`config.mk`:
```
export PLATFORM = sky130hd
export DESIGN_NAME = acq_seq_top
export DESIGN_NICKNAME = d
export VERILOG_FILES = /design/src/rtl/acq_pkg.sv /design/src/rtl/acq_fifo.sv /design/src/rtl/acq_route.sv /design/src/rtl/acq_fmt.sv /design/src/rtl/acq_seq.sv /design/src/rtl/acq_seq_top.sv
export SDC_FILE = /design/constraint.sdc
export NUM_CORES = 1
export LEC_CHECK = 0
export BUFFER_PORTS_ARGS = -buffer_cell sky130_fd_sc_hd__clkbuf_2
export CELL_PAD_IN_SITES_DETAIL_PLACEMENT = 0
export CELL_PAD_IN_SITES_GLOBAL_PLACEMENT = 2
export CORE_MARGIN = 2
export CORE_UTILIZATION = 35
export CTS_BUF_LIST = sky130_fd_sc_hd__clkbuf_8
export DETAILED_ROUTE_END_ITERATION = 6
export GPL_ROUTABILITY_DRIVEN = 0
export PLACE_DENSITY = 0.65
export SETUP_SLACK_MARGIN = 0.02
export SYNTH_ARGS = -nofsm -noshare
export SYNTH_HDL_FRONTEND = slang
export SYNTH_SLANG_ARGS = --single-unit
```
`constraint.sdc`:
```
create_clock -name clk_i -period 6.1 [get_ports clk_i]
set_input_delay 1.22 -clock clk_i [delete_from_list [all_inputs] [get_ports clk_i]]
set_output_delay 1.22 -clock clk_i [all_outputs]
set_load 0.02 [all_outputs]
```
`src/rtl/acq_pkg.sv`:
```
package acq_pkg;
  localparam int GAIN_W = 3;
  localparam int SEL_W  = 4;
  localparam int CH_W   = SEL_W + 1;
  localparam int CMD_W  = CH_W + GAIN_W;
  localparam int ADC_W  = 12;
  localparam int WORD_W = 16;
  localparam int FMT_W  = 3;
  localparam int STAT_W = 3;
  // codes below this run at the base period
  localparam int FAST_GAINS = 4;

  typedef enum logic [1:0] {ST_IDLE, ST_SETTLE, ST_WAIT} seq_state_e;
  typedef enum logic [1:0] {JUST_LEFT, JUST_RIGHT, JUST_CENTER, JUST_NONE} just_e;

  function automatic int unsigned settle_cycles(int unsigned base, logic [GAIN_W-1:0] g);
    if (int'(g) < FAST_GAINS) return base;
    return base << (int'(g) - FAST_GAINS + 1);
  endfunction
endpackage

```
`src/rtl/acq_fifo.sv`:
```
module acq_fifo #(
  parameter int WIDTH = 8,
  parameter int DEPTH = 32
) (
  input  logic             clk_i,
  input  logic             rst_ni,
  input  logic             push_i,
  input  logic [WIDTH-1:0] wdata_i,
  input  logic             pop_i,
  output logic [WIDTH-1:0] rdata_o,
  output logic             empty_o,
  output logic             full_o
);
  localparam int AW = $clog2(DEPTH);
  localparam int CW = AW + 1;

  logic [WIDTH-1:0] mem_q [DEPTH];
  logic [AW-1:0]    wp_q, rp_q;
  logic [CW-1:0]    cnt_q;
  logic             do_push, do_pop;

  assign empty_o = (cnt_q == '0);
  assign full_o  = (cnt_q == CW'(DEPTH));
  assign do_push = push_i && !full_o;
  assign do_pop  = pop_i && !empty_o;
  assign rdata_o = mem_q[rp_q];

  function automatic logic [AW-1:0] nxt(logic [AW-1:0] p);
    return (p == AW'(DEPTH - 1)) ? '0 : p + 1'b1;
  endfunction

  always_ff @(posedge clk_i) begin
    if (do_push) mem_q[wp_q] <= wdata_i;
  end

  always_ff @(posedge clk_i or negedge rst_ni) begin
    if (!rst_ni) begin
      wp_q  <= '0;
      rp_q  <= '0;
      cnt_q <= '0;
    end else begin
      if (do_push) wp_q <= nxt(wp_q);
      if (do_pop)  rp_q <= nxt(rp_q);
      case ({do_push, do_pop})
        2'b10:   cnt_q <= cnt_q + 1'b1;
        2'b01:   cnt_q <= cnt_q - 1'b1;
        default: cnt_q <= cnt_q;
      endcase
    end
  end
endmodule

```
`src/rtl/acq_route.sv`:
```
module acq_route
  import acq_pkg::*;
(
  input  logic             diff_i,
  input  logic             expand_i,
  input  logic [CH_W-1:0]  ch_i,
  output logic [SEL_W-1:0] int_addr_o,
  output logic             ext_en_o,
  output logic [SEL_W-1:0] ext_addr_o
);
  localparam int PAIR_W = SEL_W - 1;

  always_comb begin
    int_addr_o = '0;
    ext_en_o   = 1'b0;
    ext_addr_o = '0;
    if (!diff_i) begin
      if (expand_i && ch_i[SEL_W]) begin
        ext_en_o   = 1'b1;
        ext_addr_o = ch_i[SEL_W-1:0];
        int_addr_o = '1;
      end else begin
        int_addr_o = ch_i[SEL_W-1:0];
      end
    end else begin
      if (expand_i && ch_i[PAIR_W]) begin
        ext_en_o   = 1'b1;
        ext_addr_o = {1'b0, ch_i[PAIR_W-1:0]};
        int_addr_o = {1'b0, {PAIR_W{1'b1}}};
      end else begin
        int_addr_o = {1'b0, ch_i[PAIR_W-1:0]};
      end
    end
  end
endmodule

```
`src/rtl/acq_fmt.sv`:
```
module acq_fmt
  import acq_pkg::*;
(
  input  logic [FMT_W-1:0]  sel_i,
  input  logic [ADC_W-1:0]  code_i,
  output logic [WORD_W-1:0] word_o
);
  localparam int PAD  = WORD_W - ADC_W;
  localparam int HIGH = PAD / 2;
  localparam int LOW  = PAD - HIGH;

  logic             twos;
  logic             sgn;
  logic [ADC_W-1:0] val;
  just_e            just;

  assign twos = sel_i[FMT_W-1];
  assign val  = twos ? {~code_i[ADC_W-1], code_i[ADC_W-2:0]} : code_i;
  assign sgn  = twos & val[ADC_W-1];

  always_comb begin
    unique case (sel_i[1:0])
      2'b00:   just = JUST_LEFT;
      2'b01:   just = JUST_RIGHT;
      2'b10:   just = JUST_CENTER;
      default: just = JUST_NONE;
    endcase
  end

  always_comb begin
    unique case (just)
      JUST_LEFT:   word_o = {val, {PAD{1'b0}}};
      JUST_RIGHT:  word_o = {{PAD{sgn}}, val};
      JUST_CENTER: word_o = {{HIGH{sgn}}, val, {LOW{1'b0}}};
      default:     word_o = '0;
    endcase
  end
endmodule

```
`src/rtl/acq_seq.sv`:
```
module acq_seq
  import acq_pkg::*;
#(
  parameter int BASE_CYC = 8
) (
  input  logic              clk_i,
  input  logic              rst_ni,
  input  logic              cmd_avail_i,
  input  logic [CMD_W-1:0]  cmd_i,
  input  logic              res_full_i,
  input  logic [SEL_W-1:0]  r_int_i,
  input  logic              r_en_i,
  input  logic [SEL_W-1:0]  r_ext_i,
  input  logic              adc_done_i,
  output logic              cmd_pop_o,
  output logic              res_push_o,
  output logic [CMD_W-1:0]  cur_cmd_o,
  output logic [GAIN_W-1:0] gain_o,
  output logic [SEL_W-1:0]  int_addr_o,
  output logic              ext_en_o,
  output logic [SEL_W-1:0]  ext_addr_o,
  output logic              conv_o
);
  localparam int CW = $clog2(BASE_CYC << 4) + 1;

  seq_state_e        st_q;
  logic [CW-1:0]     cnt_q;
  logic              conv_q;
  logic [GAIN_W-1:0] new_gain;

  assign new_gain   = cmd_i[GAIN_W-1:0];
  assign cmd_pop_o  = (st_q == ST_IDLE) && cmd_avail_i && !res_full_i;
  assign res_push_o = (st_q == ST_WAIT) && adc_done_i;
  assign conv_o     = conv_q;

  always_ff @(posedge clk_i or negedge rst_ni) begin
    if (!rst_ni) begin
      st_q       <= ST_IDLE;
      cnt_q      <= '0;
      conv_q     <= 1'b0;
      cur_cmd_o  <= '0;
      gain_o     <= '0;
      int_addr_o <= '0;
      ext_en_o   <= 1'b0;
      ext_addr_o <= '0;
    end else begin
      unique case (st_q)
        ST_IDLE: begin
          if (cmd_pop_o) begin
            cur_cmd_o  <= cmd_i;
            gain_o     <= new_gain;
            int_addr_o <= r_int_i;
            ext_en_o   <= r_en_i;
            ext_addr_o <= r_ext_i;
            cnt_q      <= CW'(settle_cycles(BASE_CYC, new_gain) - 1);
            st_q       <= ST_SETTLE;
          end
        end
        ST_SETTLE: begin
          if (cnt_q == '0) begin
            conv_q <= 1'b1;
            st_q   <= ST_WAIT;
          end else begin
            cnt_q <= cnt_q - 1'b1;
          end
        end
        ST_WAIT: begin
          conv_q <= 1'b0;
          if (adc_done_i) st_q <= ST_IDLE;
        end
        default: st_q <= ST_IDLE;
      endcase
    end
  end
endmodule

```
`src/rtl/acq_seq_top.sv`:
```
module acq_seq_top
  import acq_pkg::*;
#(
  parameter int BASE_CYC  = 8,
  parameter int CMD_DEPTH = 32,
  parameter int RES_DEPTH = 32
) (
  input  logic              clk_i,
  input  logic              rst_ni,
  input  logic              diff_mode_i,
  input  logic              expand_i,
  input  logic [FMT_W-1:0]  fmt_sel_i,
  input  logic              cmd_wr_i,
  input  logic [CMD_W-1:0]  cmd_word_i,
  input  logic              res_rd_i,
  output logic              res_valid_o,
  output logic [WORD_W-1:0] res_word_o,
  output logic [CMD_W-1:0]  res_cmd_o,
  output logic [STAT_W-1:0] status_o,
  input  logic [STAT_W-1:0] irq_mask_i,
  output logic              irq_o,
  output logic              cmd_ovf_o,
  output logic [GAIN_W-1:0] gain_o,
  output logic [SEL_W-1:0]  int_addr_o,
  output logic              ext_en_o,
  output logic [SEL_W-1:0]  ext_addr_o,
  output logic              conv_o,
  input  logic              adc_done_i,
  input  logic [ADC_W-1:0]  adc_code_i
);
  localparam int RES_W = CMD_W + WORD_W;

  logic              cmd_empty, cmd_full, cmd_pop;
  logic [CMD_W-1:0]  cmd_head;
  logic              res_empty, res_full, res_push;
  logic [RES_W-1:0]  res_head;
  logic [CMD_W-1:0]  cur_cmd;
  logic [WORD_W-1:0] fmt_word;
  logic [SEL_W-1:0]  r_int, r_ext;
  logic              r_en;
  logic              ovf_q;

  acq_fifo #(.WIDTH(CMD_W), .DEPTH(CMD_DEPTH)) u_cmd_fifo (
    .clk_i, .rst_ni,
    .push_i (cmd_wr_i),
    .wdata_i(cmd_word_i),
    .pop_i  (cmd_pop),
    .rdata_o(cmd_head),
    .empty_o(cmd_empty),
    .full_o (cmd_full)
  );

  acq_route u_route (
    .diff_i    (diff_mode_i),
    .expand_i  (expand_i),
    .ch_i      (cmd_head[CMD_W-1:GAIN_W]),
    .int_addr_o(r_int),
    .ext_en_o  (r_en),
    .ext_addr_o(r_ext)
  );

  acq_seq #(.BASE_CYC(BASE_CYC)) u_seq (
    .clk_i, .rst_ni,
    .cmd_avail_i(!cmd_empty),
    .cmd_i      (cmd_head),
    .res_full_i (res_full),
    .r_int_i    (r_int),
    .r_en_i     (r_en),
    .r_ext_i    (r_ext),
    .adc_done_i (adc_done_i),
    .cmd_pop_o  (cmd_pop),
    .res_push_o (res_push),
    .cur_cmd_o  (cur_cmd),
    .gain_o     (gain_o),
    .int_addr_o (int_addr_o),
    .ext_en_o   (ext_en_o),
    .ext_addr_o (ext_addr_o),
    .conv_o     (conv_o)
  );

  acq_fmt u_fmt (
    .sel_i (fmt_sel_i),
    .code_i(adc_code_i),
    .word_o(fmt_word)
  );

  acq_fifo #(.WIDTH(RES_W), .DEPTH(RES_DEPTH)) u_res_fifo (
    .clk_i, .rst_ni,
    .push_i (res_push),
    .wdata_i({cur_cmd, fmt_word}),
    .pop_i  (res_rd_i),
    .rdata_o(res_head),
    .empty_o(res_empty),
    .full_o (res_full)
  );

  always_ff @(posedge clk_i or negedge rst_ni) begin
    if (!rst_ni) ovf_q <= 1'b0;
    else if (cmd_wr_i && cmd_full) ovf_q <= 1'b1;
  end

  assign cmd_ovf_o   = ovf_q;
  assign res_valid_o = !res_empty;
  assign res_word_o  = res_head[WORD_W-1:0];
  assign res_cmd_o   = res_head[RES_W-1:WORD_W];
  assign status_o    = {cmd_empty, res_full, !res_empty};
  assign irq_o       = |(status_o & irq_mask_i);
endmodule

```
==> flow_metrics.tcl <==
set metrics [dict create \
    status "finished, final reports clean" \
    crit_chain "buf_4 > mux4_2 > mux4_2 > mux2_2 > clkbuf_2" \
    dieArea_um2 125000 \
    wirelength_um 107000 \
    fin_crit_sh_pct 83.5 \
    total_power_mw 20.4 \
    cp_max_fo 59 \
    worstPathBufferInverterCount 2 \
    preCtsSetupSlack_ps 1670 \
    cts.sinks 1085 \
    viasPerCell 5.21 \
    ys_seq_area_share_pct 75.2 \
    cp_top_family "multiplexers" \
    ys.flop_type "edfxtp_1" \
    synth_seq_cells 1085 \
    drive_above_1_share_pct 32.6 \
    globalRouteMet3Util_pct 3.48 \
    setup_violations 0 \
    synthArstFlopShare_pct 5.62 \
    grt_pass1_wl_um 154000 \
    final_cells 3959 \
    grt_overflow_total 0 \
    period_needed_ps 5090 \
    drt_pass1_iterations 6 \
    fillers 10800 \
    critical_path_class "register to output port" \
    cp.depth 5 \
    floorplan.rows 128 \
    hold_viol 0 \
    cp_slowest_cell "dfrtp_4" \
    rsz0062_at_grt "no" \
    num_vias 20600 \
    cts_buffer_depth 3 \
    clockRootBuffer "clkbuf_8" \
    grt.total_usage_pct 17.1 \
    area_growth_pct 13.7 \
    antenna_left 0 \
    cp-start-kind "register" \
    slew_headroom_pct 15.2 \
    grt_max_degree 71 \
    worst_clock_skew_ps 30.0 \
    drt_iter0_drc 1985 \
    p_per_area_nw_per_um2 418 \
    end_kind "output port" \
    arrival_ps 3870 \
    max_slew.worst_pin.slew_ps 1270 \
    cts_resized 0 \
    reg2reg_depth 13 \
    syn_nets 2065 \
    synth.area.top_cells "edfxtp_1 (72%), mux4_2 (16%), dfrtp_1 (3.6%)" \
    fin_tns_setup_ps 0 \
    post_cts_buffers 0 \
    use_met1_pct 21.6 \
    io_pins 76 \
    cp_common_cell "mux4_2" \
    hold_buffers 0 \
    finalWorstSetupSlack_ps 1010 \
    die_y_um 354 \
    synth-edff-count 1024 \
    place_inst 3658 \
    numCtsBuffers 175 \
    layout.nets 2274 \
    ir_drop_v 0.000233 \
    hp-class "input port to asynchronous set/reset pin" \
    portBuffers 75 \
    worstSkewPairLatency_ps 840 \
    met2_usage_pct 29.4 \
    grt_pass1_vias 21800 \
    die_w_um 354 \
    core_um2 122000 \
    synth_cell_types 61 \
    syn-cell-area_um2 42900 \
    synthCells 2001 \
    syn_area_per_cell_um2 21.4 \
    wl_per_cell_um 27.0 \
    clkTransAtPathRegs_ps 70 \
    dpl.hpwl_um 61200 \
    top_usage_layer "met2" \
    multi_input_area_um2 10400 \
    synth_top_area_share_pct 71.7 \
    drv_cap 0 \
    final_cell_area_um2 48800 \
    slew_viol_final 0 \
    dpl_cell_area_um2 45700 \
    tritoncts "done" \
    leakagePower_nw 15.8 \
    fmax_mhz 196 \
    drt_drc_violations_left 0 \
    worstPathRequired_ps 4880 \
    synth_area_leader_cell "edfxtp_1" \
    max_stage_delay_ps 1020 \
    htreeDepth 4 \
    synth_warnings 0 \
    start_util_pct 35.3 \
    register_area_um2 32300 \
    antenna_found_initial 5 \
]
-- synth_stat cells, types with 7 or more instances --
cell and number:
a21o_1 8, a21oi_1 32, and3_1 8, buf_1 20, buf_2 7, buf_4 7, clkbuf_1 69, dfrtp_1 61
edfxtp_1 1024, ha_1 29, inv_1 27, mux2_2 38, mux2i_1 11, mux4_2 308, nand2_1 79, nand3_1 10
nand3b_1 11, nor2_1 86, nor2b_1 15, nor3_1 12, o21ai_0 46, xor2_1 7
-- area by class of cell --
| cell class | count | area share [%] |
|---|---|---|
| sequential | 1085 | 66.2 |
| multi-input combinational | 782 | 21.2 |
| clock buffer | 181 | 5.11 |
| tap | 1625 | 4.17 |
| timing repair buffer | 139 | 1.88 |
| clock inverter | 118 | 1.20 |
| inverter | 27 | 0.208 |
| antenna | 2 | 0.0103 |
-- per-stage QoR --
step,utilization (%),hold slack (ps)
after floorplan,-,469
after global placement,37.5,472
after detailed placement,37.5,481
after CTS,40.1,301
after global routing,40.1,397
final,40.1,396
-- layer usage --
| layer | share of wire, % | routed length [um] |
|---|---|---|
| met5 | 0 | 0 |
| met4 | 2.5 | 2620 |
| met3 | 5.3 | 5710 |
| met2 | 52 | 55100 |
| met1 | 41 | 43400 |
-- flip-flops by register name, summed over array words and instances (netlist names), 5 cells and up --
| signal | flops |
|---|---|
| u_res_fifo.rp_q | 5 |
| u_cmd_fifo.wp_q | 5 |
| u_seq.cnt_q | 8 |
| u_cmd_fifo.rp_q | 5 |
| u_res_fifo.cnt_q | 6 |
| u_res_fifo.wp_q | 5 |
| u_seq.cur_cmd_o | 6 |
| u_res_fifo.mem_q | 768 |
| u_cmd_fifo.cnt_q | 6 |
| u_cmd_fifo.mem_q | 256 |
-- layout by cell type (no fill, tap or decap), types with 3 or more instances in the layout --
master,instances
a211o_1,3
a21o_1,8
a21oi_1,32
a221oi_1,4
a22o_1,6
and2_1,5
and3_1,8
buf_12,5
buf_4,59
clkbuf_2,74
clkbuf_8,181
clkinv_1,30
clkinv_2,19
clkinv_8,3
dfrtp_1,54
dfrtp_2,3
dfrtp_4,4
edfxtp_1,1024
ha_1,29
inv_1,86
inv_6,3
mux2_2,38
mux2i_1,11
mux4_2,308
nand2_1,79
nand2b_1,5
nand3_1,10
nand3b_1,11
nor2_1,54
nor2_4,33
nor2b_1,15
nor3_1,12
nor3b_1,4
o21ai_0,34
o21ai_2,12
o31ai_1,3
or3_1,5
or3b_2,3
xnor2_1,6
xor2_1,7
-- power breakdown --
part / internal (mW) / switching (mW)
sequential: 8.71 / 0.719
combinational: 2.52 / 2.79
clock: 2.83 / 2.83
-- kinds of logic (layout without fill, tap and decap cells) --
logic type      count (synthesis)  in the layout  share of synthesized area [%]
flops                        1085           1085                           75.2
mux                           359            359                           17.5
simple gates                  252            252                           2.73
buf+inv                       134            465                           1.32
compound gates                127            127                           2.01
fa+ha+maj                      31             31                          0.939
xor+xnor                       13             13                          0.265
other cells                     0              2                              0
-- worst paths after layout --
check	start	slack, ps	to
min in group clk_i	cmd_ovf_o	500	cmd_ovf_o
max in group asynchronous	rst_ni	4710	u_res_fifo.rp_q[2]
max reg2reg	u_cmd_fifo.rp_q[1]	1710	u_seq.cnt_q[7]
min	rst_ni	400	cmd_ovf_o
min reg2reg	cmd_ovf_o	500	cmd_ovf_o
max	u_res_fifo.rp_q[1]	1010	res_word_o[11]
Power figures use the tool's default switching activity.
